### src/rtl/prg_pkg.sv
`timescale 1ns/1ps
package prg_pkg;

    // Accumulator action chosen by the sign test.
    typedef enum logic {
        STEP_DOWN = 1'b0,
        STEP_WRAP = 1'b1
    } step_e;

    // Bits needed to hold a rate value from 0 up to the modulus.
    function automatic int rate_bits(input int modulus);
        return (modulus < 2) ? 1 : $clog2(modulus + 1);
    endfunction

    // Signed accumulator width: one sign bit above the rate width.
    function automatic int acc_bits(input int rate_w);
        return rate_w + 1;
    endfunction

endpackage

### src/rtl/prg_wrap_stage.sv
`timescale 1ns/1ps
module prg_wrap_stage #(
    parameter int MODULUS = 50_000_000,
    parameter int RATE_W  = prg_pkg::rate_bits(MODULUS)
) (
    input  logic              clk,
    input  logic              rst,
    input  logic [RATE_W-1:0] rate_in,
    output logic [RATE_W-1:0] rate_q,
    output logic [RATE_W-1:0] wrap_q
);
    localparam logic [RATE_W-1:0] MOD_V = RATE_W'(MODULUS);

    // Loads on every edge, reset included, so that the
    // accumulator step and the wrap step always belong to the same rate.
    always_ff @(posedge clk) begin
        rate_q <= rate_in;
        wrap_q <= MOD_V - rate_in;
    end

    // rates above the modulus are illegal
    p_rate_legal_r8: assert property (@(posedge clk) disable iff (rst)
        rate_in <= MOD_V)
        else $error("rate above modulus");

endmodule

### src/rtl/prg_accum.sv
`timescale 1ns/1ps
module prg_accum #(
    parameter int MODULUS = 50_000_000,
    parameter int RATE_W  = prg_pkg::rate_bits(MODULUS)
) (
    input  logic              clk,
    input  logic              rst,
    input  logic [RATE_W-1:0] rate_q,
    input  logic [RATE_W-1:0] wrap_q,
    output logic              pulse
);
    import prg_pkg::*;

    localparam int ACC_W = acc_bits(RATE_W);
    localparam logic signed [ACC_W-1:0] ACC_MIN = ACC_W'(-MODULUS);
    localparam logic signed [ACC_W-1:0] ACC_MAX = ACC_W'(MODULUS - 1);
    localparam logic [RATE_W-1:0]       HALF    = RATE_W'(MODULUS / 2);

    logic signed [ACC_W-1:0] acc;
    logic signed [ACC_W-1:0] acc_nx;
    step_e                   step;

    always_comb begin
        step = acc[ACC_W-1] ? STEP_WRAP : STEP_DOWN;
        unique case (step)
            STEP_WRAP: acc_nx = acc + $signed({1'b0, wrap_q});
            default:   acc_nx = acc - $signed({1'b0, rate_q});
        endcase
    end

    always_ff @(posedge clk) begin
        if (rst) begin
            acc   <= '0;
            pulse <= 1'b0;
        end else begin
            acc   <= acc_nx;
            pulse <= (step == STEP_WRAP);
        end
    end

    // the accumulator stays inside [-N, N-1]
    p_acc_range_r2: assert property (@(posedge clk) disable iff (rst)
        (acc >= ACC_MIN) && (acc <= ACC_MAX))
        else $error("accumulator out of range");

    // an isolated pulse under a low rate is followed by a low cycle
    p_spacing_r6: assert property (@(posedge clk) disable iff (rst)
        (pulse && !$past(pulse) && ($past(rate_q) <= HALF) &&
         ($past(rate_q, 2) <= HALF)) |=> !pulse)
        else $error("adjacent pulses at low rate");

    // with a zero rate a quiet output stays quiet
    p_zero_rate_r5: assert property (@(posedge clk) disable iff (rst)
        (!pulse && ($past(rate_q) == '0)) |=> !pulse)
        else $error("pulse with zero rate");

endmodule

### src/rtl/pulse_rate_gen.sv
`timescale 1ns/1ps
module pulse_rate_gen #(
    parameter int MODULUS = 50_000_000,
    parameter int RATE_W  = prg_pkg::rate_bits(MODULUS)
) (
    input  logic              clk,
    input  logic              rst,
    input  logic [RATE_W-1:0] rate,
    output logic              pulse
);
    logic [RATE_W-1:0] rate_q;
    logic [RATE_W-1:0] wrap_q;

    prg_wrap_stage #(.MODULUS(MODULUS), .RATE_W(RATE_W)) u_wrap (
        .clk     (clk),
        .rst     (rst),
        .rate_in (rate),
        .rate_q  (rate_q),
        .wrap_q  (wrap_q)
    );

    prg_accum #(.MODULUS(MODULUS), .RATE_W(RATE_W)) u_acc (
        .clk    (clk),
        .rst    (rst),
        .rate_q (rate_q),
        .wrap_q (wrap_q),
        .pulse  (pulse)
    );

    // a reset edge always leaves the output low
    p_reset_quiet_r1: assert property (@(posedge clk)
        rst |=> !pulse)
        else $error("pulse after reset edge");

endmodule

### config.mk
export PLATFORM = sky130hd
export DESIGN_NAME = pulse_rate_gen
export DESIGN_NICKNAME = d
export VERILOG_FILES = /design/src/rtl/prg_pkg.sv /design/src/rtl/prg_wrap_stage.sv /design/src/rtl/prg_accum.sv /design/src/rtl/pulse_rate_gen.sv
export SDC_FILE = /design/constraint.sdc
export NUM_CORES = 1
export LEC_CHECK = 0
export BUFFER_PORTS_ARGS = -buffer_cell sky130_fd_sc_hd__buf_2
export CAP_MARGIN = 0
export CORE_UTILIZATION = 29
export DETAILED_ROUTE_END_ITERATION = 16
export HOLD_SLACK_MARGIN = 0.05
export PLACE_DENSITY = 0.55
export SYNTH_ARGS = -nofsm -noshare
export SYNTH_HDL_FRONTEND = slang
export SYNTH_SLANG_ARGS = --single-unit
### constraint.sdc
create_clock -name clk -period 7.45 [get_ports clk]
set_clock_uncertainty 0.2 [all_clocks]
set_input_delay 0.3725 -clock clk [delete_from_list [all_inputs] [get_ports clk]]
set_output_delay 0.3725 -clock clk [all_outputs]
set_load 0.1 [all_outputs]
# Word-level counts from Yosys, hierarchy flattened
# Index checks and enable logic that the tools add are counted.
[totals]
regBits = 80
out_inout_bits = 1
wordCells = 9
[op_classes]
add_sub_neg = 3
mux = 2
[ops]
columns = ["cell", "count"]
rows = [
  ["adder 27 bit", 1],
  ["two-way mux 27 bit", 1],
  ["subtractor 27 bit", 1],
  ["subtractor 26 bit (first input constant)", 1],
  ["two-way mux 1 bit", 1],
]

# Longest topological paths before layout
# Gate-level depths: netlist of the first run.
[depth]
depth_word = 2
mapped_depth = 18
depth_no_buf = 18

# Modules after synthesis
# Synthesis of the first run repeated with hierarchy kept, for this count alone.
[unflattened]
hier_cells = 526
area_unflattened_um2 = 4521.8
[by_module_without_submodules]
columns = ["module", "instances", "cells_per_inst", "area_per_inst_um2", "seq_area_each_um2"]
rows = [
  ["prg_accum", 1, 372, 2781.4, 560.5],
  ["prg_wrap_stage", 1, 154, 1740.4, 1021.0],
]

# Least setup slack after synthesis of the first run
# OpenSTA, ideal clock, no wires.
[synth_path]
path_type = "reg-to-reg"
startpoint = "register u_wrap.rate_q[2]"
endpoint = "register u_acc.acc[26]"
arrival_ns = 4.280
t_required_ns = 7.123
path_slack_ns = 2.843
path_stages_with_launch = 15
n_path_buf = 0
path_cell_list = "dfxtp_1 -> or4_4 -> or4_4 -> or4_4 -> or3_4 -> or4_4 -> nor3_2 -> xor2_1 -> o21ai_1 -> ha_1 -> and3_1 -> a221o_1 -> a221oi_1 -> xnor2_1 -> nor2_1"
[synth_between]
elab_chain_len = 2
[synth_lines]
columns = ["element", "line", "text"]
rows = [
  ["start, declared", "prg_wrap_stage.sv:9", "output logic [RATE_W-1:0] rate_q,"],
  ["start signal, assigned", "prg_wrap_stage.sv:17", "rate_q <= rate_in;"],
  ["subtractor 27 bit", "prg_accum.sv:27", "default: acc_nx = acc - $signed({1'b0, rate_q});"],
  ["two-way mux 27 bit", "prg_accum.sv:25", "unique case (step)"],
  ["end signal, assigned", "prg_accum.sv:36", "acc <= acc_nx;"],
  ["end, declared", "prg_accum.sv:19", "logic signed [ACC_W-1:0] acc;"],
]
# Every way passes these cells.
# A chain may end at the register's enable or synchronous reset.

# Worst setup path after layout of the first run
[layout_path]
startpoint = "register u_wrap.rate_q[0]"
endpoint = "register u_acc.acc[26]"
# Same word-level chain as after synthesis.

==> metrics, run 1 <==
status=finished, final reports clean; placed wire-length estimate=6.45 mm; H-tree depth=3; TritonRoute pass-1 iters=4; Post-synth EDFFs=0; die area=14700 um^2; CTS tree=yes; Worst-path clk slew=0.06 ns; DRT Wirelength=8.90 mm; WL/cell=12.5 um; layout cells sized above 1=9.96%; first-pass GRT wire length=15.0 mm; std cell rows=43; met2 routed WL=4.03 mm; cts hold-fix bufs=26; dpl cells=670; # IOs=29; drt initial violations=91; Hold Path Origin=rst; die width=121 um; clk root buf=clkbuf_16; register area share after synthesis=38.3%; ant diodes=0; routed vias=3352; critical path arrival=4.94 ns; r2r startpoint=u_wrap.rate_q[0]$_DFF_P_; clk_lat worst skew=0.34 ns; GRT Util Overall=12.9%; synth warn=0; max frequency=203 MHz; FF-to-FF setup slack=2.52 ns; Slew HR=42.9%; pwr/cell area=361 nW/um^2; non-filler instance count after layout=712; final setup margin=2.52 ns; Final Max Tran Viols=0; initial antenna violation count=0; M1 wire length=4.46 mm; metal3 WL=261 um; Syn Nets=532; max-cap viol count=0; critical path type=reg -> reg; Tcrit/Tclk final=66.1%; post-synthesis cell count=471; Mapped Area=4130 um^2; total grt overflow=0; placer's final routability congestion estimate=0.841; VDD IR max=140 uV; Worst Setup End Kind=flip-flop; uppermost routed layer=met4; pin count of the biggest net entering global routing=31; final hold slack=0.304 ns; pre-CTS setup slack=2.49 ns; post-route ant nets=0; input/output buffers=28; CTS buffer count=9; Remaining DRCs=0; Die Ht=121 um; LEAKAGE=2.19 nW; Hold Path Class=in -> reg; Critical Path Fanout Max=4; distinct cell type count after synthesis=49; flops & latches, synth=79; clk sinks=79; Avg Inst Size Synth=8.78 um^2; worst-margin pin slew=0.856 ns; critical path required time=7.46 ns; startpoint types=flip-flop; fraction of registers with async set/reset=0%; vias in the first global route=3315; final hold violation count=0; final setup TNS=0 ns; fillers=1411; post-CTS setup buffer count=0; cts repair resizes=0; Area Growth Syn to Fin=22.0%; Via density=4.71; Post-synth top flop=dfxtp_1; crit path time final=4.93 ns; CTS Buffer Depth=2; Worst Setup SP=u_wrap.rate_q[0]$_DFF_P_; final number of setup-violating endpoints=0; initial core utilization=29.8%; final net count=588; RSZ-0062 raised after global routing=false; Core ar.=13900 um^2
==> metrics by stage <==
step           instance area, um^2  utilization, %  power [mW]
2_1_floorplan                 4130               -        1.18
3_3_place_gp                  4470            32.2        1.33
3_5_place_dp                  4470            32.2        1.34
4_1_cts                       5040            36.3        1.83
5_1_grt                       5040            36.3        1.96
6_report                      5040            36.3        1.82
==> layer usage <==
layer / vias to the layer above / global-route usage, %
met4: 0 / 5.02
met1: 1522 / 16.6
met3: 11 / 3.43
met2: 44 / 20.5
li1: 1775 / -
met5: - / 0
==> registers in the layout (all words and copies together), names as in the netlist <==
| register | count |
|---|---|
| u_acc.acc | 27 |
| u_wrap.rate_q | 26 |
| u_wrap.wrap_q | 25 |
| u_acc.pulse | 1 |
==> cell usage after synthesis (3+ instances only) <==
library cell  number  area [um^2]
nor2_1            54          203
or4_1              6         45.0
nand2b_1           3         18.8
nor2b_1            5         31.3
and3_1             3         18.8
or4_4              4         45.0
xnor2_1           29          254
a211oi_1           4         30.0
nand3_1            6         30.0
a211o_1            3         26.3
ha_1              32          400
nand2_1           48          180
nor4_1             6         37.5
a21o_1            10         75.1
o21a_1             3         22.5
a31oi_1            5         31.3
nor3_1             9         45.0
xor2_1            38          333
dfxtp_1           79         1580
inv_1             10         37.5
o31ai_1            4         30.0
a21oi_1           31          155
or3_1              3         18.8
clkbuf_1          10         37.5
o21ai_0           32          160
o211ai_1           5         37.5
==> layout by cell type (no fill, tap or decap), types with 6 or more instances in the layout <==
cell type and count:
nor4_1 6, dfxtp_1 79, inv_1 10, nor2_1 54, xnor2_1 29, dlygate4sd3_1 26
clkbuf_16 9, buf_2 28, nand3_1 6, nor3_1 9, or4_1 6, nand2_1 48
xor2_1 38, a21oi_1 31, ha_1 32, a21o_1 10, o21ai_0 32
==> critical path, cell delays in order, from the launching register on <==
cell and delay [ns]:
dfxtp_1 0.35, inv_1 0.08, ha_1 0.19, nor3b_1 0.37
nand3b_1 0.15, or4_1 0.50, or3_1 0.45, or4_1 0.54
nor4_1 0.24, xor2_1 0.16, o21ai_0 0.10, ha_1 0.33
and3_1 0.20, a221o_1 0.36, a221oi_1 0.35, xnor2_1 0.17
nor2_1 0.05
==> cell type report <==
class / count / area, um^2 / area share [%]
flip-flops and latches: 79 / 1580 / 31.3
clock buffers: 11 / 233 / 4.61
multi-input cells: 372 / 2480 / 49.1
repair buffers: 55 / 408 / 8.09
well taps: 180 / 225 / 4.46
clock inverters: 5 / 82.6 / 1.64
inverters: 10 / 37.5 / 0.744
==> report_power, final <==
part	switching [mW]	internal (mW)
combinational	0.453	0.350
clock	0.170	0.294
sequential	0.0473	0.505
==> final timing paths <==
kind	end	cells after the start
worst max-delay path	u_acc.acc[26]$_SDFF_PP0_	16
worst min-delay path	u_acc.acc[25]$_SDFF_PP0_	2
worst max register to register	u_acc.acc[26]$_SDFF_PP0_	16
worst min register to register	u_acc.acc[0]$_SDFF_PP0_	2
==> kinds of logic after synthesis <==
family | share of synthesized area (%)
AO/OA/AOI/OAI | 16.1
buffers and inverters | 1.82
XOR/XNOR | 14.2
AND/OR/NAND/NOR | 19.0
adder cells (fa/ha/maj) | 10.2
multiplexers | 0.515
flip-flops | 38.3
Note: power is estimated with default switching activity, not from simulation.
==> run 2: changes to the inputs <==
clock period = 4.6 ns   (was 7.45 ns; I/O delays follow)
==> run 2 against run 1 <==
Effect of this change: the run now ends with setup timing left; non-clock buffer count rose by 29; global-route usage rose by 0.62 points; final cell count rose by 3.7%; hold slack got worse by 0.13 ns; via count rose by 4.8%; flip-flop and latch count did not move; register-to-register slack got worse by 2.5 ns; critical path depth fell by 2; maximum frequency rose by 6.9%; first-iteration DRC count fell by 6.6%; count of clock-buffer cells in the layout fell by 2; total power rose by 69%; largest cell class unchanged; largest power group unchanged.
==> metrics, run 2 (same netlist as run 1, synthesis figures left out) <==
status=finished with violations; failing checks=setup timing; crit path time final=4.61 ns; DRT Wirelength=9.38 mm; post-route ant nets=0; final number of setup-violating endpoints=1; layout cells sized above 1=16.8%; clk_lat worst skew=0.33 ns; Critical Path Fanout Max=4; startpoint types=flip-flop; Hold Path Class=in -> reg; Area Growth Syn to Fin=28.0%; WL/cell=12.7 um; input/output buffers=28; FF-to-FF setup slack=-0.006 ns; sequential cell area=1580 um^2; H-tree depth=3; critical path arrival=4.61 ns; placer's final routability congestion estimate=0.840; R2R depth=14; final hold violation count=0; worst-margin pin slew=0.638 ns; max reg flops=27; r2r startpoint=u_wrap.rate_q[3]$_DFF_P_; fillers=1402; routed vias=3514; commonest non-fill, non-tap cell in the layout=dfxtp_1; Setup crit end=u_acc.acc[26]$_SDFF_PP0_; most frequent cells in the layout=79 x dfxtp_1, 53 x nor2_1, 48 x nand2_1; critical path's slowest cell=or4_4; final setup TNS=-0.00589 ns; Worst Setup End Kind=flip-flop; Via density=4.76; Biggest register=u_acc.acc; VDD IR max=221 uV; vias in the first global route=3500; Tcrit/Tclk final=100%; Reg2Reg Capture Point=u_acc.acc[26]$_SDFF_PP0_; die area=14700 um^2; GRT Util Overall=13.6%; Remaining DRCs=0; LEAKAGE=2.32 nW; # IOs=29; first-pass GRT wire length=15.9 mm; pwr/cell area=581 nW/um^2; max frequency=217 MHz; ant diodes=0; CP most frequent cell=or4_4; Worst-path clk slew=0.06 ns; CTS buffer count=9; drt initial violations=85; CTS tree=yes; initial antenna violation count=0; critical path's largest stage delay=0.53 ns; Die Ht=121 um; Power, Total=3.07 mW; Core ar.=13900 um^2; pin count of the biggest net entering global routing=38; clk root buf=clkbuf_16; Worst Setup SP=u_wrap.rate_q[3]$_DFF_P_; initial core utilization=29.8%; die width=121 um; multi-input logic area=2540 um^2; RSZ-0062 raised after global routing=true; CTS Buffer Depth=2; std cell rows=43; final setup margin=-0.00589 ns; max-cap viol count=0; critical path type=reg -> reg; Slew HR=57.1%; CP cell instances=or4_4, or4_4, or4_4, or3_4, or4_4, nor3_2, xor2_1, o21ai_1, ha_1, and3_1, a221o_1, a221oi_2, xnor2_1, nor2_1; clk sinks=79; Hold Path Origin=rst; Final Max Tran Viols=0; placed wire-length estimate=6.80 mm; Final Cell Area=5290 um^2; TritonRoute pass-1 iters=4; final net count=617; top flop regs=u_acc.acc: 27 flops, u_wrap.rate_q: 26 flops, u_wrap.wrap_q: 25 flops; total grt overflow=0; area post-placement=4660 um^2; critical path required time=4.60 ns
## run 2: per-stage QoR
stage	hold WS [ns]	instances	worst slack (ns)	util, %
6_report	0.179	738	-0.00589	38.1
5_1_grt	0.219	738	-0.194	38.1
3_5_place_dp	0.168	694	-0.0965	33.5
4_1_cts	0.187	735	-0.00919	37.7
2_1_floorplan	0.0577	471	0.0325	-
3_3_place_gp	0.162	694	0.000212	33.5
## run 2: critical path, delay by kind of cell (launching register included)
| family | cells | cell delay, ns |
|---|---|---|
| AND/OR/NAND/NOR | 8 | 2.59 |
| AO/OA/AOI/OAI | 3 | 0.75 |
| adder cells (fa/ha/maj) | 1 | 0.32 |
| flip-flops | 1 | 0.31 |
| XOR/XNOR | 2 | 0.29 |
## run 2: how the worst min path moves through the flow
stage | end | slack [ns] | cells after the start
floorplan | u_wrap.rate_q[0]$_DFF_P_ | 0.06 | 0
CTS | u_acc.acc[25]$_SDFF_PP0_ | 0.19 | 2
global route | u_acc.acc[17]$_SDFF_PP0_ | 0.22 | 2
detailed placement | u_wrap.rate_q[25]$_DFF_P_ | 0.17 | 1
finish | u_acc.acc[25]$_SDFF_PP0_ | 0.18 | 2
global placement | u_wrap.rate_q[25]$_DFF_P_ | 0.16 | 1
## run 2: final cells by class
class | instances | share of cell area [%]
well taps | 180 | 4.26
clock buffers | 9 | 4.26
clock inverters | 4 | 0.946
repair buffers | 84 | 11.8
multi-input cells | 372 | 48.1
inverters | 10 | 0.710
flip-flops and latches | 79 | 29.9
## run 2: metal layers
metal / vias up / global-route usage, % / share of wire, %
li1: 1828 / - / -
met1: 1618 / 17.7 / 49
met2: 59 / 21.7 / 47
met3: 9 / 2.77 / 3.2
met4: 0 / 5.17 / 1.3
met5: - / 0 / 0
## run 2: timing repair
action / in CTS / in global routing
cloned: 0 / 0
setup endpoints to repair: 4 / 8
hold buffers: 26 / 0
resized for setup: 4 / 13
hold endpoints to repair: 50 / 0
pin swaps: 3 / 5
setup buffers: 2 / 3
## run 2: where the power goes
| part | internal [mW] | switching [mW] |
|---|---|---|
| logic | 0.702 | 0.808 |
| clock network | 0.409 | 0.262 |
| registers | 0.818 | 0.0731 |
| total | 1.93 | 1.14 |
